==> config.mk <==
export PLATFORM = sky130hd
export DESIGN_NAME = gray_track_merger
export DESIGN_NICKNAME = d
export VERILOG_FILES = /design/src/rtl/gtm_pkg.sv /design/src/rtl/gtm_sync.sv /design/src/rtl/gtm_gray2bin.sv /design/src/rtl/gtm_quad_align.sv /design/src/rtl/gtm_out_stage.sv /design/src/rtl/gray_track_merger.sv
export SDC_FILE = /design/constraint.sdc
export NUM_CORES = 1
export LEC_CHECK = 0
export ABC_AREA = 1
export CAP_MARGIN = 5
export CORE_ASPECT_RATIO = 1.75
export CORE_UTILIZATION = 50
export CTS_CLUSTER_DIAMETER = 100
export DETAILED_ROUTE_END_ITERATION = 6
export PLACE_DENSITY = 0.81
export SKIP_CTS_REPAIR_TIMING = 1
export SYNTH_ARGS = -nofsm -noshare
export SYNTH_HDL_FRONTEND = slang
export SYNTH_SLANG_ARGS = --single-unit
==> constraint.sdc <==
create_clock -name clk -period 3.35 [get_ports clk]
set_input_delay 0.67 -clock clk [delete_from_list [all_inputs] [get_ports clk]]
set_output_delay 0.67 -clock clk [all_outputs]
set_load 0.03 [all_outputs]
==> src/rtl/gtm_pkg.sv <==
package gtm_pkg;
  localparam int unsigned COARSE_W_DEF = 11;
  localparam int unsigned FINE_W_DEF   = 4;

  typedef enum logic [1:0] {
    STEP_KEEP = 2'd0,
    STEP_UP   = 2'd1,
    STEP_DOWN = 2'd2
  } step_e;

  // Quadrant of the fine cycle as a 2-bit binary count.
  function automatic logic [1:0] quad_pos(input logic qb, input logic qa);
    return {qb, qb ^ qa};
  endfunction
endpackage

==> src/rtl/gtm_sync.sv <==
module gtm_sync #(
  parameter int unsigned W = 1
) (
  input  logic         clk,
  input  logic         rst_n,
  input  logic [W-1:0] d,
  output logic [W-1:0] q
);
  logic [W-1:0] meta;

  for (genvar i = 0; i < W; i++) begin : g_bit
    always_ff @(posedge clk or negedge rst_n) begin
      if (!rst_n) begin
        meta[i] <= 1'b0;
        q[i]    <= 1'b0;
      end else begin
        meta[i] <= d[i];
        q[i]    <= meta[i];
      end
    end
  end
endmodule

==> src/rtl/gtm_gray2bin.sv <==
module gtm_gray2bin #(
  parameter int unsigned W = 11
) (
  input  logic [W-1:0] g,
  output logic [W-1:0] b
);
  // Each binary bit is the parity of all Gray bits at or above it.
  for (genvar i = 0; i < W; i++) begin : g_bit
    assign b[i] = ^g[W-1:i];
  end
endmodule

==> src/rtl/gtm_quad_align.sv <==
module gtm_quad_align
  import gtm_pkg::*;
#(
  parameter int unsigned CW = 11
) (
  input  logic [CW-1:0] coarse_g,
  input  logic [CW-1:0] coarse_b,
  input  logic          qa,
  input  logic          qb,
  input  logic          en,
  output logic [CW-1:0] fix_b,
  output logic [CW:0]   hi_g
);
  localparam logic [CW-1:0] ONE = {{(CW-1){1'b0}}, 1'b1};

  logic [1:0]  qpos;
  step_e       step;
  logic [CW:0] hi_b;
  logic [CW:0] hi_g_fix;

  assign qpos = quad_pos(qb, qa);

  // Coarse low bit must agree with the quadrant half; if not, move it
  // toward the quadrant: early quadrant half -> coarse lags, late -> leads.
  always_comb begin
    step = STEP_KEEP;
    if (coarse_b[0] != qpos[1]) begin
      step = qpos[0] ? STEP_DOWN : STEP_UP;
    end
  end

  always_comb begin
    case (step)
      STEP_UP:   fix_b = coarse_b + ONE;
      STEP_DOWN: fix_b = coarse_b - ONE;
      default:   fix_b = coarse_b;
    endcase
  end

  assign hi_b     = {fix_b, qpos[0]};
  assign hi_g_fix = hi_b ^ (hi_b >> 1);
  assign hi_g     = en ? hi_g_fix : {coarse_g, qa};
endmodule

==> src/rtl/gtm_out_stage.sv <==
module gtm_out_stage #(
  parameter int unsigned W = 16
) (
  input  logic         clk,
  input  logic         rst_n,
  input  logic         smp_valid,
  output logic         smp_ready,
  input  logic [W-1:0] word_in,
  input  logic         inv,
  output logic         pos_valid,
  input  logic         pos_ready,
  output logic [W-1:0] pos_word
);
  localparam logic [W-1:0] TOP_MASK = {1'b1, {(W-1){1'b0}}};

  logic take;

  assign smp_ready = !pos_valid || pos_ready;
  assign take      = smp_valid && smp_ready;

  always_ff @(posedge clk or negedge rst_n) begin
    if (!rst_n) begin
      pos_valid <= 1'b0;
      pos_word  <= '0;
    end else if (take) begin
      pos_valid <= 1'b1;
      pos_word  <= word_in ^ (inv ? TOP_MASK : '0);
    end else if (pos_ready) begin
      pos_valid <= 1'b0;
    end
  end
endmodule

==> src/rtl/gray_track_merger.sv <==
module gray_track_merger #(
  parameter  int unsigned COARSE_W = gtm_pkg::COARSE_W_DEF,
  parameter  int unsigned FINE_W   = gtm_pkg::FINE_W_DEF,
  localparam int unsigned WORD_W   = COARSE_W + 1 + FINE_W
) (
  input  logic                clk,
  input  logic                rst_n,
  input  logic [COARSE_W-1:0] trk_coarse,
  input  logic                quad_a,
  input  logic                quad_b,
  input  logic [FINE_W-1:0]   trk_interp,
  input  logic                fix_en,
  input  logic                dir_inv,
  input  logic                smp_valid,
  output logic                smp_ready,
  output logic                pos_valid,
  input  logic                pos_ready,
  output logic [WORD_W-1:0]   pos_word
);
  localparam int unsigned SYNC_W = COARSE_W + FINE_W + 4;

  logic [SYNC_W-1:0]   raw_in;
  logic [SYNC_W-1:0]   sync_out;
  logic [COARSE_W-1:0] coarse_s;
  logic [FINE_W-1:0]   interp_s;
  logic                qa_s, qb_s, en_s, inv_s;
  logic [COARSE_W-1:0] coarse_bin;
  logic [COARSE_W-1:0] fix_bin;
  logic [COARSE_W:0]   hi_g;
  logic [WORD_W-1:0]   merged;

  assign raw_in = {inv_pin(dir_inv), fix_en, trk_interp, quad_b, quad_a, trk_coarse};
  function automatic logic inv_pin(input logic v);
    return v;
  endfunction

  gtm_sync #(.W(SYNC_W)) u_sync (
    .clk   (clk),
    .rst_n (rst_n),
    .d     (raw_in),
    .q     (sync_out)
  );

  assign {inv_s, en_s, interp_s, qb_s, qa_s, coarse_s} = sync_out;

  gtm_gray2bin #(.W(COARSE_W)) u_g2b (
    .g (coarse_s),
    .b (coarse_bin)
  );

  gtm_quad_align #(.CW(COARSE_W)) u_align (
    .coarse_g (coarse_s),
    .coarse_b (coarse_bin),
    .qa       (qa_s),
    .qb       (qb_s),
    .en       (en_s),
    .fix_b    (fix_bin),
    .hi_g     (hi_g)
  );

  assign merged = {hi_g, interp_s};

  gtm_out_stage #(.W(WORD_W)) u_out (
    .clk       (clk),
    .rst_n     (rst_n),
    .smp_valid (smp_valid),
    .smp_ready (smp_ready),
    .word_in   (merged),
    .inv       (inv_s),
    .pos_valid (pos_valid),
    .pos_ready (pos_ready),
    .pos_word  (pos_word)
  );
endmodule

# == After elaboration in Yosys (flattened, before gate mapping) ==
# Index checks and enable logic that the tools add are counted.
# classes
addsub,2
n_reduce_logical,14
n_bitwise,3
eq_ne,3
n_mux,7
# op_table
cell,n
case mux 11 bit (2 select lines),1
2-to-1 mux 16 bit,1
XOR 16 bit,1
2-to-1 mux 12 bit,1
XOR 12 x 11 -> 12 bit,1
"adder 11 x 1 -> 11 bit, second input constant",1
XOR reduction 11 bit,1
"subtractor 11 x 1 -> 11 bit, second input constant",1
XOR reduction 10 bit,1
XOR reduction 9 bit,1
XOR reduction 8 bit,1
XOR reduction 7 bit,1
XOR reduction 6 bit,1
XOR reduction 5 bit,1
2-to-1 mux 2 bit,2
XOR reduction 4 bit,1
XOR reduction 3 bit,1
"equality test 2 x 1 -> 1 bit, second input constant",1
"equality test 2 bit, second input constant",1
2-to-1 mux 1 bit,2
nonzero test 2 bit,1
XOR reduction 2 bit,1
logical AND 1 bit,1
logical NOT 1 bit,1
other kinds (3),3
# word_totals
out_inout_bits,18
elab_cells,69
ff_bits,55

# == Longest topological paths before layout ==
# Gate-level depths: netlist of the first run.
# depth
ltp_word,8
mapped_depth,30
ltp_nobuf,30

# == Modules after synthesis ==
# Synthesis of the first run repeated with hierarchy kept, for this count alone.
# hier_totals
cells_unflattened,433
area_unflattened_um2,3148.0
# modules_own_cells
mod,seq_area_each_um2,cells_each,n_inst,area_each_um2
gtm_quad_align,0.0,213,1,1023.5
gtm_sync,950.9,38,1,950.9
gtm_out_stage,425.4,80,1,713.2
gtm_gray2bin,0.0,102,1,460.4

# == Worst setup path before layout of the first run ==
# OpenSTA, ideal clock, no wires.
# synth_timing
path_kind,register to register
start,reg u_sync.q[10]
end,reg u_out.pos_word[12]
setup_slack_ps,450
arrival_ps,2783
path_stages_with_launch,25
required_time_ps,3233
path_buffers,0
path_cell_list,dfrtp_1 > inv_2 > nand2_1 > nand3_1 > nand2_2 > inv_2 > nand2_1 > nand2_2 > nand2_1 > nand2_1 > nand3_1 > nand2_1 > ha_1 > a21oi_1 > nor2_1 > nor2_1 > nand2_1 > nand2_1 > nand3_1 > o21ai_0 > inv_1 > nand2_1 > nand3_1 > nand2_1 > nand2_1
# synth_between
elab_chain_len,8
# synth_lines
item,line,text
from (decl),gtm_sync.sv:7,output logic [W-1:0] q
"from (signal, indexed assignment)",gtm_sync.sv:18,q[i] <= meta[i];
"parallel branches: the longest is 4 deep, another holds subtractor 11 x 1 -> 11 bit",-,
case mux 11 bit (2 select lines) (*),gtm_quad_align.sv:33,case (step)
XOR 12 x 11 -> 12 bit (*),gtm_quad_align.sv:41,assign hi_g_fix = hi_b ^ (hi_b >> 1);
2-to-1 mux 12 bit (*),gtm_quad_align.sv:42,"assign hi_g = en ? hi_g_fix : {coarse_g, qa};"
XOR 16 bit (*),gtm_out_stage.sv:27,pos_word <= word_in ^ (inv ? TOP_MASK : '0);
to (signal assigned),gtm_out_stage.sv:27,
to (decl),gtm_out_stage.sv:12,output logic [W-1:0] pos_word
# Mark *: on every way between the ends.
# A chain may end at the register's enable or synchronous reset.

# == Worst setup path after layout of the first run ==
# layout_timing
start,reg u_sync.q[10]
end,reg u_out.pos_word[14]
# The elaborated chain is that of the path after synthesis.

==> results by stage, run 1 <==
Run status:
- The flow ran to the end, and the final reports show no timing, DRC or antenna violations.

Floorplanning:
- The die height is 104.2 µm.
- For this configuration, the core starts out at a cell density of 52.62%.
- The width of the chip is 60.43 µm.
- The total core area is 5675 µm².
- In this run the count of I/O pins placed on the die edge is 41.
- The floorplan step defined a die boundary enclosing 6299 µm².
- The initialized floorplan defines 36 standard-cell rows.

Logic synthesis:
- The count of synthesis-stage warnings from yosys is 0.
- The area share of the largest cell type after synthesis is 46.08%.
- The synthesized flop and latch total is 55.
- A synthesized cell averages 7.860 µm².
- The total nets after synthesis is 411.
- Sequential elements use 46.08% of the synthesized area.
- In the synthesized netlist, the number of instances is 380.
- Ranked by total cell area, the synthesized netlist is headed by sky130_fd_sc_hd__dfrtp_1 (46%), sky130_fd_sc_hd__nand2_1 (17%), sky130_fd_sc_hd__nand3_1 (8.0%).
- Of all cell types, the one taking the most synthesized area is sky130_fd_sc_hd__dfrtp_1.
- The cell area that synthesis handed to floorplanning was 2987 µm².
- Yosys mapped the design onto 26 distinct sky130hd cell types.

Global routing:
- The first global-routing pass estimated 11030 µm of wire.
- The maximum number of pins on one net before global-route repair is 56.
- The via count of the first global-routing pass came to 2608.
- Global routing used 22.51% of the available tracks.
- The global-route congestion overflow total is 0.
- The number of antenna violations at the first check in global routing came to 0.

Critical path:
- The sort of element at the end of the critical path is a flip-flop.
- The critical path's slowest cell is sky130_fd_sc_hd__dfrtp_1.
- The path depth of the worst reg2reg path is 22.
- The startpoint identified for the worst register-to-register timing path is u_sync.q[10].
- The cell occurring most often along the worst timing path is sky130_fd_sc_hd__nand2_1.
- The start-to-end type of the worst setup path is reg -> reg.
- The top cell family by delay on the critical path is simple AND/OR/NAND/NOR gates.
- The required time at the worst-slack endpoint is 3.55 ns.
- STA classifies the critical path startpoint as a flip-flop.
- The number of buffers and inverters on the critical path is 3.
- The worst-case register-to-register setup slack is 0.22 ns.
- The longest individual stage delay on the worst path is 0.41 ns.
- The reg-to-reg critical path endpoint is u_out.pos_word[14].
- Data arrives at the worst endpoint at 3.33 ns.
- In this run the worst path has a maximum fanout of 6.
- Walking the worst path, the cells encountered are inv_2 -> nand2_1 -> nand3_1 -> nand2_2 -> inv_2 -> nand2_2 -> nand2_2 -> nand2_2 -> nand4_1 -> nand2_4 -> buf_4 -> ha_2 -> a21oi_2 -> o21ai_0 -> a21oi_2 -> nand2_1 -> nand2_1 -> nand3_1 -> nand2_1 -> nand3_1 -> nand3_1 -> nand2_1.

Timing:
- Clock skew on the completed layout was measured at 0.004763 ns.
- The final count of negative-setup-slack endpoints is 0.
- The transition time of the tightest slew-check pin is 0.5578 ns.
- The final number of hold-violating endpoints is 0.
- The final setup slack of the worst path is 0.2222 ns.
- Static timing analysis puts the maximum clock frequency at 319.7 MHz.
- The final max-slew violation count came to 0.
- After layout, the worst path uses 93.37% of the clock period.
- The minimum clock period after layout is 3.128 ns.
- The worst pin sits at a relative slew slack of 62.69%.

Clock tree:
- Clock-pin slew was measured on the worst setup and hold paths at 0.09 ns.
- The clock net in this run drives a total of 55 sinks.
- Clock tree synthesis inserted a total of 5 buffers.
- The clock tree synthesis step divided the H-tree into 2 levels.
- The library cell used as clock root buffer is sky130_fd_sc_hd__clkbuf_8.
- TritonCTS built the clock tree.
- The later-pin clock latency in the skew report is 0.30 ns.
- The maximum number of buffers from clock root to sink is 2.

Drt:
- After the first detailed-routing iteration, the DRC count stood at 95.
- The count of unresolved DRC violations after routing is 0.
- The routed length per instance is 12.91 µm.
- The aggregate routed wire length is 6569 µm.
- The vias per cell is 5.122.
- The total via count in the routed design is 2607.
- The number of routed nets with antenna violations is 0.
- The first detailed-routing pass took 4 iterations.

Worst hold path:
- The kind of path behind the tightest hold check is in -> async.

Finish:
- The area growth from synthesis to final layout is 24.51%.
- Fill cells in the final layout number 474.
- The area taken by flip-flops and latches is 1376 µm².
- The number of nets in the layout is 463.
- The number of antenna diodes in the final layout is 0.
- Cells fill 65.52% of the core in the end.
- The fraction of final layout cells with drive strength greater than 1 is 13.63%.
- The multi-input combinational cells in the finished layout cover a total of 1474 µm².

Power and ir drop:
- IR analysis of the VDD net gives a maximum drop of 0.4912 mV.
- The share of total power dissipated in the clock network is 19.9%.
- The internal cell power is 1.353 mW.
- The power density relative to cell area is 589.4 nW/µm².
- The fraction of power consumed by combinational cells is 44.7%.
- The leakage power figure is 1.919 nW.
- The total net switching power is 838.8 µW.
- Net switching is 38.27% of the power.
- Summing internal, switching and leakage power gives 2.192 mW.
- The sequential share of power is 35.4%.

Placed design:
- The HPWL after detailed placement is 4786 µm.
- At the end of routability-driven placement, the weighted congestion stood at 0.9822.
- OpenSTA, run right after detailed placement, puts the worst setup slack at -0.01263 ns.
- The number of I/O port buffers is 40.

Job:
- Max-cap violations in this run came to 0.
==> cell type report <==
cell class	instances	area share, %
Multi-Input combinational cell	276	39.64
Inverter	42	4.240
Clock buffer	6	2.221
Tap cell	76	2.557
Timing Repair Buffer	52	13.39
Clock inverter	2	0.9421
Sequential cell	55	37.01
==> cells in the final DEF, fill, tap and decap left out, types with 2 or more instances in the layout <==
master,instances
sky130_fd_sc_hd__nor2_1,12
sky130_fd_sc_hd__clkbuf_8,6
sky130_fd_sc_hd__ha_1,5
sky130_fd_sc_hd__nand3_1,45
sky130_fd_sc_hd__inv_1,39
sky130_fd_sc_hd__ha_2,3
sky130_fd_sc_hd__a21oi_1,11
sky130_fd_sc_hd__o21ai_1,2
sky130_fd_sc_hd__inv_2,3
sky130_fd_sc_hd__xnor2_2,2
sky130_fd_sc_hd__o21ai_0,10
sky130_fd_sc_hd__xor2_1,7
sky130_fd_sc_hd__nand4_1,3
sky130_fd_sc_hd__nand3_2,7
sky130_fd_sc_hd__dfrtp_1,55
sky130_fd_sc_hd__buf_4,11
sky130_fd_sc_hd__nand2_1,134
sky130_fd_sc_hd__clkdlybuf4s50_1,39
sky130_fd_sc_hd__xnor2_1,9
sky130_fd_sc_hd__o21ai_2,3
sky130_fd_sc_hd__nand2_2,11
sky130_fd_sc_hd__a21oi_2,3
==> kinds of logic after synthesis <==
group,share of synthesized area (%)
adders and majority gates,3.352
xor gates and xnor gates,5.823
and+or+nand+nor,30.75
buffers and inverters,7.540
DFF,46.08
AOI/OAI and AO/OA,6.452
==> sequential cells by signal (all words and copies together), names as in the netlist <==
| name | cells |
|---|---|
| u_out.pos_valid | 1 |
| u_out.pos_word | 16 |
| u_sync.meta | 19 |
| u_sync.q | 19 |
==> cells in the mapped netlist <==
library cell and count:
sky130_fd_sc_hd__buf_6 4, sky130_fd_sc_hd__nor2_1 13, sky130_fd_sc_hd__nand2_2 7, sky130_fd_sc_hd__o21bai_1 1, sky130_fd_sc_hd__nand2_1 139, sky130_fd_sc_hd__o21ai_0 11
sky130_fd_sc_hd__inv_1 40, sky130_fd_sc_hd__a21boi_0 1, sky130_fd_sc_hd__nor3_1 1, sky130_fd_sc_hd__clkbuf_8 1, sky130_fd_sc_hd__a21oi_1 15, sky130_fd_sc_hd__o21ai_2 2
sky130_fd_sc_hd__o21ai_1 2, sky130_fd_sc_hd__buf_2 1, sky130_fd_sc_hd__dfrtp_1 55, sky130_fd_sc_hd__nand4_1 3, sky130_fd_sc_hd__clkbuf_1 1, sky130_fd_sc_hd__nand3_1 48
sky130_fd_sc_hd__nand3_2 4, sky130_fd_sc_hd__inv_2 2, sky130_fd_sc_hd__ha_1 8, sky130_fd_sc_hd__xor2_2 1, sky130_fd_sc_hd__xnor2_1 11, sky130_fd_sc_hd__xor2_1 7
sky130_fd_sc_hd__o211ai_2 1, sky130_fd_sc_hd__o21a_1 1
==> per-stage QoR <==
| stage | hold WS (ns) | std cells | area [µm²] | TNS [ns] |
|---|---|---|---|---|
| floorplan | 0.3312 | 380 | 2987 | 0 |
| global placement | 0.3320 | 495 | 3455 | 0 |
| detailed placement | 0.3347 | 495 | 3455 | -0.01263 |
| CTS | 0.3526 | 503 | 3572 | -0.03092 |
| global route | 0.2617 | 509 | 3719 | -0.1025 |
| finish | 0.2420 | 509 | 3719 | 0 |
==> power groups by stage <==
stage	registers (mW)	clock network [mW]	logic, mW
after floorplan	0.873	0	0.550
after global placement	0.784	0	0.876
after detailed placement	0.787	0	0.899
after CTS	0.775	0.445	0.906
after global routing	0.784	0.469	1.08
final	0.776	0.435	0.980
==> worst max path at each step <==
stage	cells after the start	from	slack [ns]	to
6_report	22	u_sync.q[10]	0.22	u_out.pos_word[14]
5_1_grt	22	u_sync.q[10]	-0.02	u_out.pos_word[14]
4_1_cts	24	u_sync.q[10]	-0.03	u_out.pos_word[12]
3_5_place_dp	24	u_sync.q[10]	-0.01	u_out.pos_word[12]
3_3_place_gp	24	u_sync.q[10]	0.1	u_out.pos_word[12]
2_1_floorplan	24	u_sync.q[10]	0.45	u_out.pos_word[12]
==> per-layer routing <==
metal,track usage (%),part of all wire [%],vias up
met5,0,0,-
met4,9.253,2.6,0
met3,1.866,2.5,14
met2,39.87,57,64
met1,26.69,38,1223
li1,-,-,1306
No activity file was read; power rests on OpenSTA's default activity.
==> run 2, diff against run 1 <==
--- a/config.mk
+++ b/config.mk
@@ -5,7 +5,6 @@
 export SDC_FILE = /design/constraint.sdc
 export NUM_CORES = 1
 export LEC_CHECK = 0
-export ABC_AREA = 1
 export CAP_MARGIN = 5
 export CORE_ASPECT_RATIO = 1.75
 export CORE_UTILIZATION = 50
@@ -16,3 +15,4 @@
 export SYNTH_ARGS = -nofsm -noshare
 export SYNTH_HDL_FRONTEND = slang
 export SYNTH_SLANG_ARGS = --single-unit
+export TNS_END_PERCENT = 1
==> results by stage, run 2 <==
Finish:
- The top cell types in the final layout, fill and taps aside, are sky130_fd_sc_hd__dfrtp_1 (55), sky130_fd_sc_hd__buf_4 (51), sky130_fd_sc_hd__clkdlybuf4s50_1 (39), sky130_fd_sc_hd__nand2_1 (26), sky130_fd_sc_hd__a21oi_1 (18).
- The end-of-flow core utilization is 73.63% (+8.1 points).
- In the final layout, the registers with the most flip-flops are u_sync.meta (19), u_sync.q (19), u_out.pos_word (16).
- Leaving out fill and tap cells, the most frequent cell in the layout is sky130_fd_sc_hd__dfrtp_1.
- Relative to the synthesized area, the layout overhead comes to 39.80%.
- The number of antenna repair diodes is 0 (unchanged).
- The final cell area excluding filler cells was 3934 µm² (+5.8%).
- The number of nets in the layout is 379 (-18%).
- The fraction of final layout cells with drive strength greater than 1 is 26.07% (+12 points).

Floorplanning:
- The I/O pin count came to 41 (unchanged).
- The die height came to 101.2 µm (-2.9%).
- The die area came to 5944 µm² (-5.6%).
- The row count is 35 (-2.8%).
- The effective utilization at floorplan is 52.67% (about the same).
- The total core area is 5343 µm² (-5.9%).
- The width of the chip is 58.71 µm (-2.8%).

Critical path:
- The element type at the critical path start is a flip-flop.
- The signal arrival time at the worst endpoint is 4.07 ns (+0.74 ns).
- The sort of element at the end of the critical path is a flip-flop.
- The start-to-end type of the worst setup path is reg -> reg.
- The required time at the worst-slack endpoint is 3.54 ns (about the same).
- The maximum fanout encountered on the critical timing path was 6 (unchanged).

Timing:
- The final count of negative-setup-slack endpoints is 9 (+9).
- The worst slew margin relative to its limit is 54.93% (-7.8 points).
- The transition time of the tightest slew-check pin is 0.6760 ns (+0.1182 ns).
- The accumulated negative setup slack was -3.763 ns (-3.763 ns).
- The final clock period utilization by the worst path is 115.8% (+22 points).
- The setup skew after layout is 0.01880 ns (+0.01404 ns).
- The peak clock frequency supported by timing was 257.7 MHz (-19%).
- The final setup slack of the worst path was -0.5301 ns (-0.7523 ns).
- The final max-slew violation count is 0 (unchanged).
- The minimum clock period after layout is 3.880 ns (+0.7523 ns).
- The final number of hold-violating endpoints is 0 (unchanged).
- Setup repair after global routing could not meet its margin everywhere.

Global routing:
- The global-route congestion overflow total is 0 (unchanged).
- The via count of the first global-routing pass is 2391 (-8.3%).
- The number of antenna violations at the first check in global routing came to 0 (unchanged).
- The first-pass GRT wire length is 10720 µm (-2.9%).
- The overall fraction of global-route tracks in use came to 24.36% (+1.8 points).
- The maximum number of pins on one net before global-route repair is 33 (-41%).

Logic synthesis:
- The number of standard cells after synthesis was 258 (-32%).
- The synthesized-area fraction occupied by xor and xnor cells is 11.61% (+5.8 points).
- The multiplexer fraction of the synthesized cell area is 2.935% (+2.9 points).
- The basic-gate share of the synthesized area counting and, or, nand and nor cells is 16.01% (-15 points).
- The post-synth design cell area came to 2814 µm² (-5.8%).
- The count of flip-flops with a built-in enable after synthesis came to 0 (unchanged).
- sky130_fd_sc_hd__dfrtp_1 is the most common cell in the netlist.
- The share of flip-flops with an asynchronous set or reset after synthesis is 100.0% (unchanged).
- The synthesized area per cell was 10.91 µm² (+39%).
- The portion of the post-synthesis area used by sequential elements is 48.91% (+2.8 points).
- The total nets after synthesis is 289 (-30%).
- The count of different cell masters after synthesis is 52 (+100%).
- Sorting the synthesized cells by area gives the leading types as sky130_fd_sc_hd__dfrtp_1 (49%), sky130_fd_sc_hd__xnor2_1 (4.0%), sky130_fd_sc_hd__nand2_1 (3.7%).
- The area fraction in compound gates after synthesis is 15.03% (+8.6 points).
- The synthesized flop and latch total is 55 (unchanged).
- After synthesis, the largest family of logic cells by area is simple AND/OR/NAND/NOR gates.
- By count the netlist is led by sky130_fd_sc_hd__dfrtp_1 (55), sky130_fd_sc_hd__nand2_1 (28), sky130_fd_sc_hd__a21oi_1 (19).
- The area share of the largest cell type after synthesis is 48.91% (+2.8 points).
- The synthesized design spends more area on one cell type than any other, namely sky130_fd_sc_hd__dfrtp_1.
- The count of synthesis-stage warnings from yosys is 0 (unchanged).
- In the synthesized netlist the dominant register cell turns out to be sky130_fd_sc_hd__dfrtp_1.
- The adder-cell share of the synthesized area is 3.557% (+0.21 points).

Power and ir drop:
- The worst supply voltage drop on vdd is 0.5826 mV (+19%).
- The total power of the final layout is 3.163 mW (+44%).
- The power density relative to cell area is 804.0 nW/µm² (+36%).
- The leakage power figure came to 1.773 nW (-7.6%).

Run status:
- The run finished, with violations left.
- The final reports fail on negative setup slack.

Clock tree:
- The library cell used as clock root buffer is sky130_fd_sc_hd__clkbuf_8.
- The maximum number of buffers from clock root to sink is 2 (unchanged).
- The number of CTS-inserted buffers is 5 (unchanged).
- The number of levels the H-tree was split into is 2 (unchanged).
- The clock sink total is 55 (unchanged).
- The later-pin clock latency in the skew report was 0.31 ns (about the same).
- The CTS tree is yes.
- The clock-pin slew reported for the worst setup and hold paths after clock tree synthesis is 0.10 ns (about the same).

Drt:
- The total via count in the routed design was 2337 (-10%).
- The initial detailed-routing violation count came to 114 (+20%).
- The number of routed nets with antenna violations came to 0 (unchanged).
- The routed length per instance was 16.14 µm (+25%).
- The vias per cell is 5.525 (+7.9%).
- The count of unresolved DRC violations after routing was 0 (unchanged).
- The iteration count of the initial detailed-routing pass is 4 (unchanged).
- The aggregate routed wire length is 6829 µm (+4.0%).

Placed design:
- The final HPWL from detailed placement is 4929 µm (+3.0%).
- The number of I/O port buffers is 40 (unchanged).
- The post-placement cell area is 3702 µm² (+7.2%).
- The weighted congestion reported at the end of routability-driven placement is 0.8927 (-9.1%).

Job:
- The max-cap check violation count was 0 (unchanged).

Worst hold path:
- The kind of path behind the tightest hold check is reg -> reg.
-- run 2: metal layers --
layer	track usage, %	wire, µm	part of all wire [%]	up-vias
met5	0	0	0	-
met4	13.92	220	3.2	0
met3	2.299	145	2.1	19
met2	43.85	3770	55	56
met1	27.50	2693	39	1159
li1	-	-	-	1103
-- run 2: power by group --
part | switching, mW | internal [mW] | total (mW)
logic | 1.03 | 0.935 | 1.96
registers | 0.0547 | 0.754 | 0.808
clock network | 0.204 | 0.188 | 0.392
total | 1.29 | 1.88 | 3.16
-- run 2: final cells by class --
class,count,area (µm²)
Timing Repair Buffer,91,778.2
Timing Repair inverter,1,5.005
Clock buffer,7,96.34
Tap cell,74,92.59
Fill cell,373,1409
Sequential cell,55,1376
Clock inverter,1,7.507
Inverter,3,15.01
Multi-Input combinational cell,191,1563
-- run 2: stage by stage --
stage | cells | hold WS (ns) | worst slack [ns]
after floorplan | 258 | 0.3312 | -0.5901
after global placement | 409 | 0.3311 | -0.4157
after detailed placement | 409 | 0.3347 | -0.5109
after CTS | 417 | 0.3399 | -0.5373
after global routing | 423 | 0.3386 | -0.6847
final | 423 | 0.3312 | -0.5301
-- run 2: final timing paths --
kind,startpoint,endpoint,slack [ns],depth (start not counted)
min in group asynchronous,rst_n,u_sync.meta[16],0.38,1
max in group asynchronous,rst_n,u_out.pos_word[0],2.29,2
hold / removal,u_sync.meta[1],u_sync.q[1],0.33,0
setup / recovery,u_sync.q[9],u_out.pos_word[10],-0.53,14
hold reg to reg,u_sync.meta[1],u_sync.q[1],0.33,0
setup reg to reg,u_sync.q[9],u_out.pos_word[10],-0.53,14
-- run 2: kinds of logic after synthesis --
logic type / after synthesis
compound gates: 61
xor+xnor: 28
fa+ha+maj: 8
buf+inv: 12
flops: 55
mux: 8
simple gates: 86
-- run 2: critical path, stage by stage (launching register included) --
cell and delay (ns):
sky130_fd_sc_hd__dfrtp_1 0.41, sky130_fd_sc_hd__xor3_2 0.42, sky130_fd_sc_hd__xnor3_2 0.30, sky130_fd_sc_hd__xor2_2 0.22
sky130_fd_sc_hd__mux2_4 0.36, sky130_fd_sc_hd__clkinvlp_4 0.20, sky130_fd_sc_hd__ha_4 0.25, sky130_fd_sc_hd__a2111oi_4 0.29
sky130_fd_sc_hd__buf_4 0.20, sky130_fd_sc_hd__a21o_1 0.18, sky130_fd_sc_hd__a211oi_1 0.08, sky130_fd_sc_hd__or4_1 0.42
sky130_fd_sc_hd__o211ai_1 0.17, sky130_fd_sc_hd__xnor2_1 0.17, sky130_fd_sc_hd__o21ai_1 0.09
==> run 3, diff against run 2 <==
--- a/config.mk
+++ b/config.mk
@@ -10,6 +10,7 @@
 export CORE_UTILIZATION = 50
 export CTS_CLUSTER_DIAMETER = 100
 export DETAILED_ROUTE_END_ITERATION = 6
+export HOLD_SLACK_MARGIN = 0.1
 export PLACE_DENSITY = 0.81
 export SKIP_CTS_REPAIR_TIMING = 1
 export SYNTH_ARGS = -nofsm -noshare
==> results of run 3 <==
No change in the layout: final DEF, timing and power equal those of run 2.
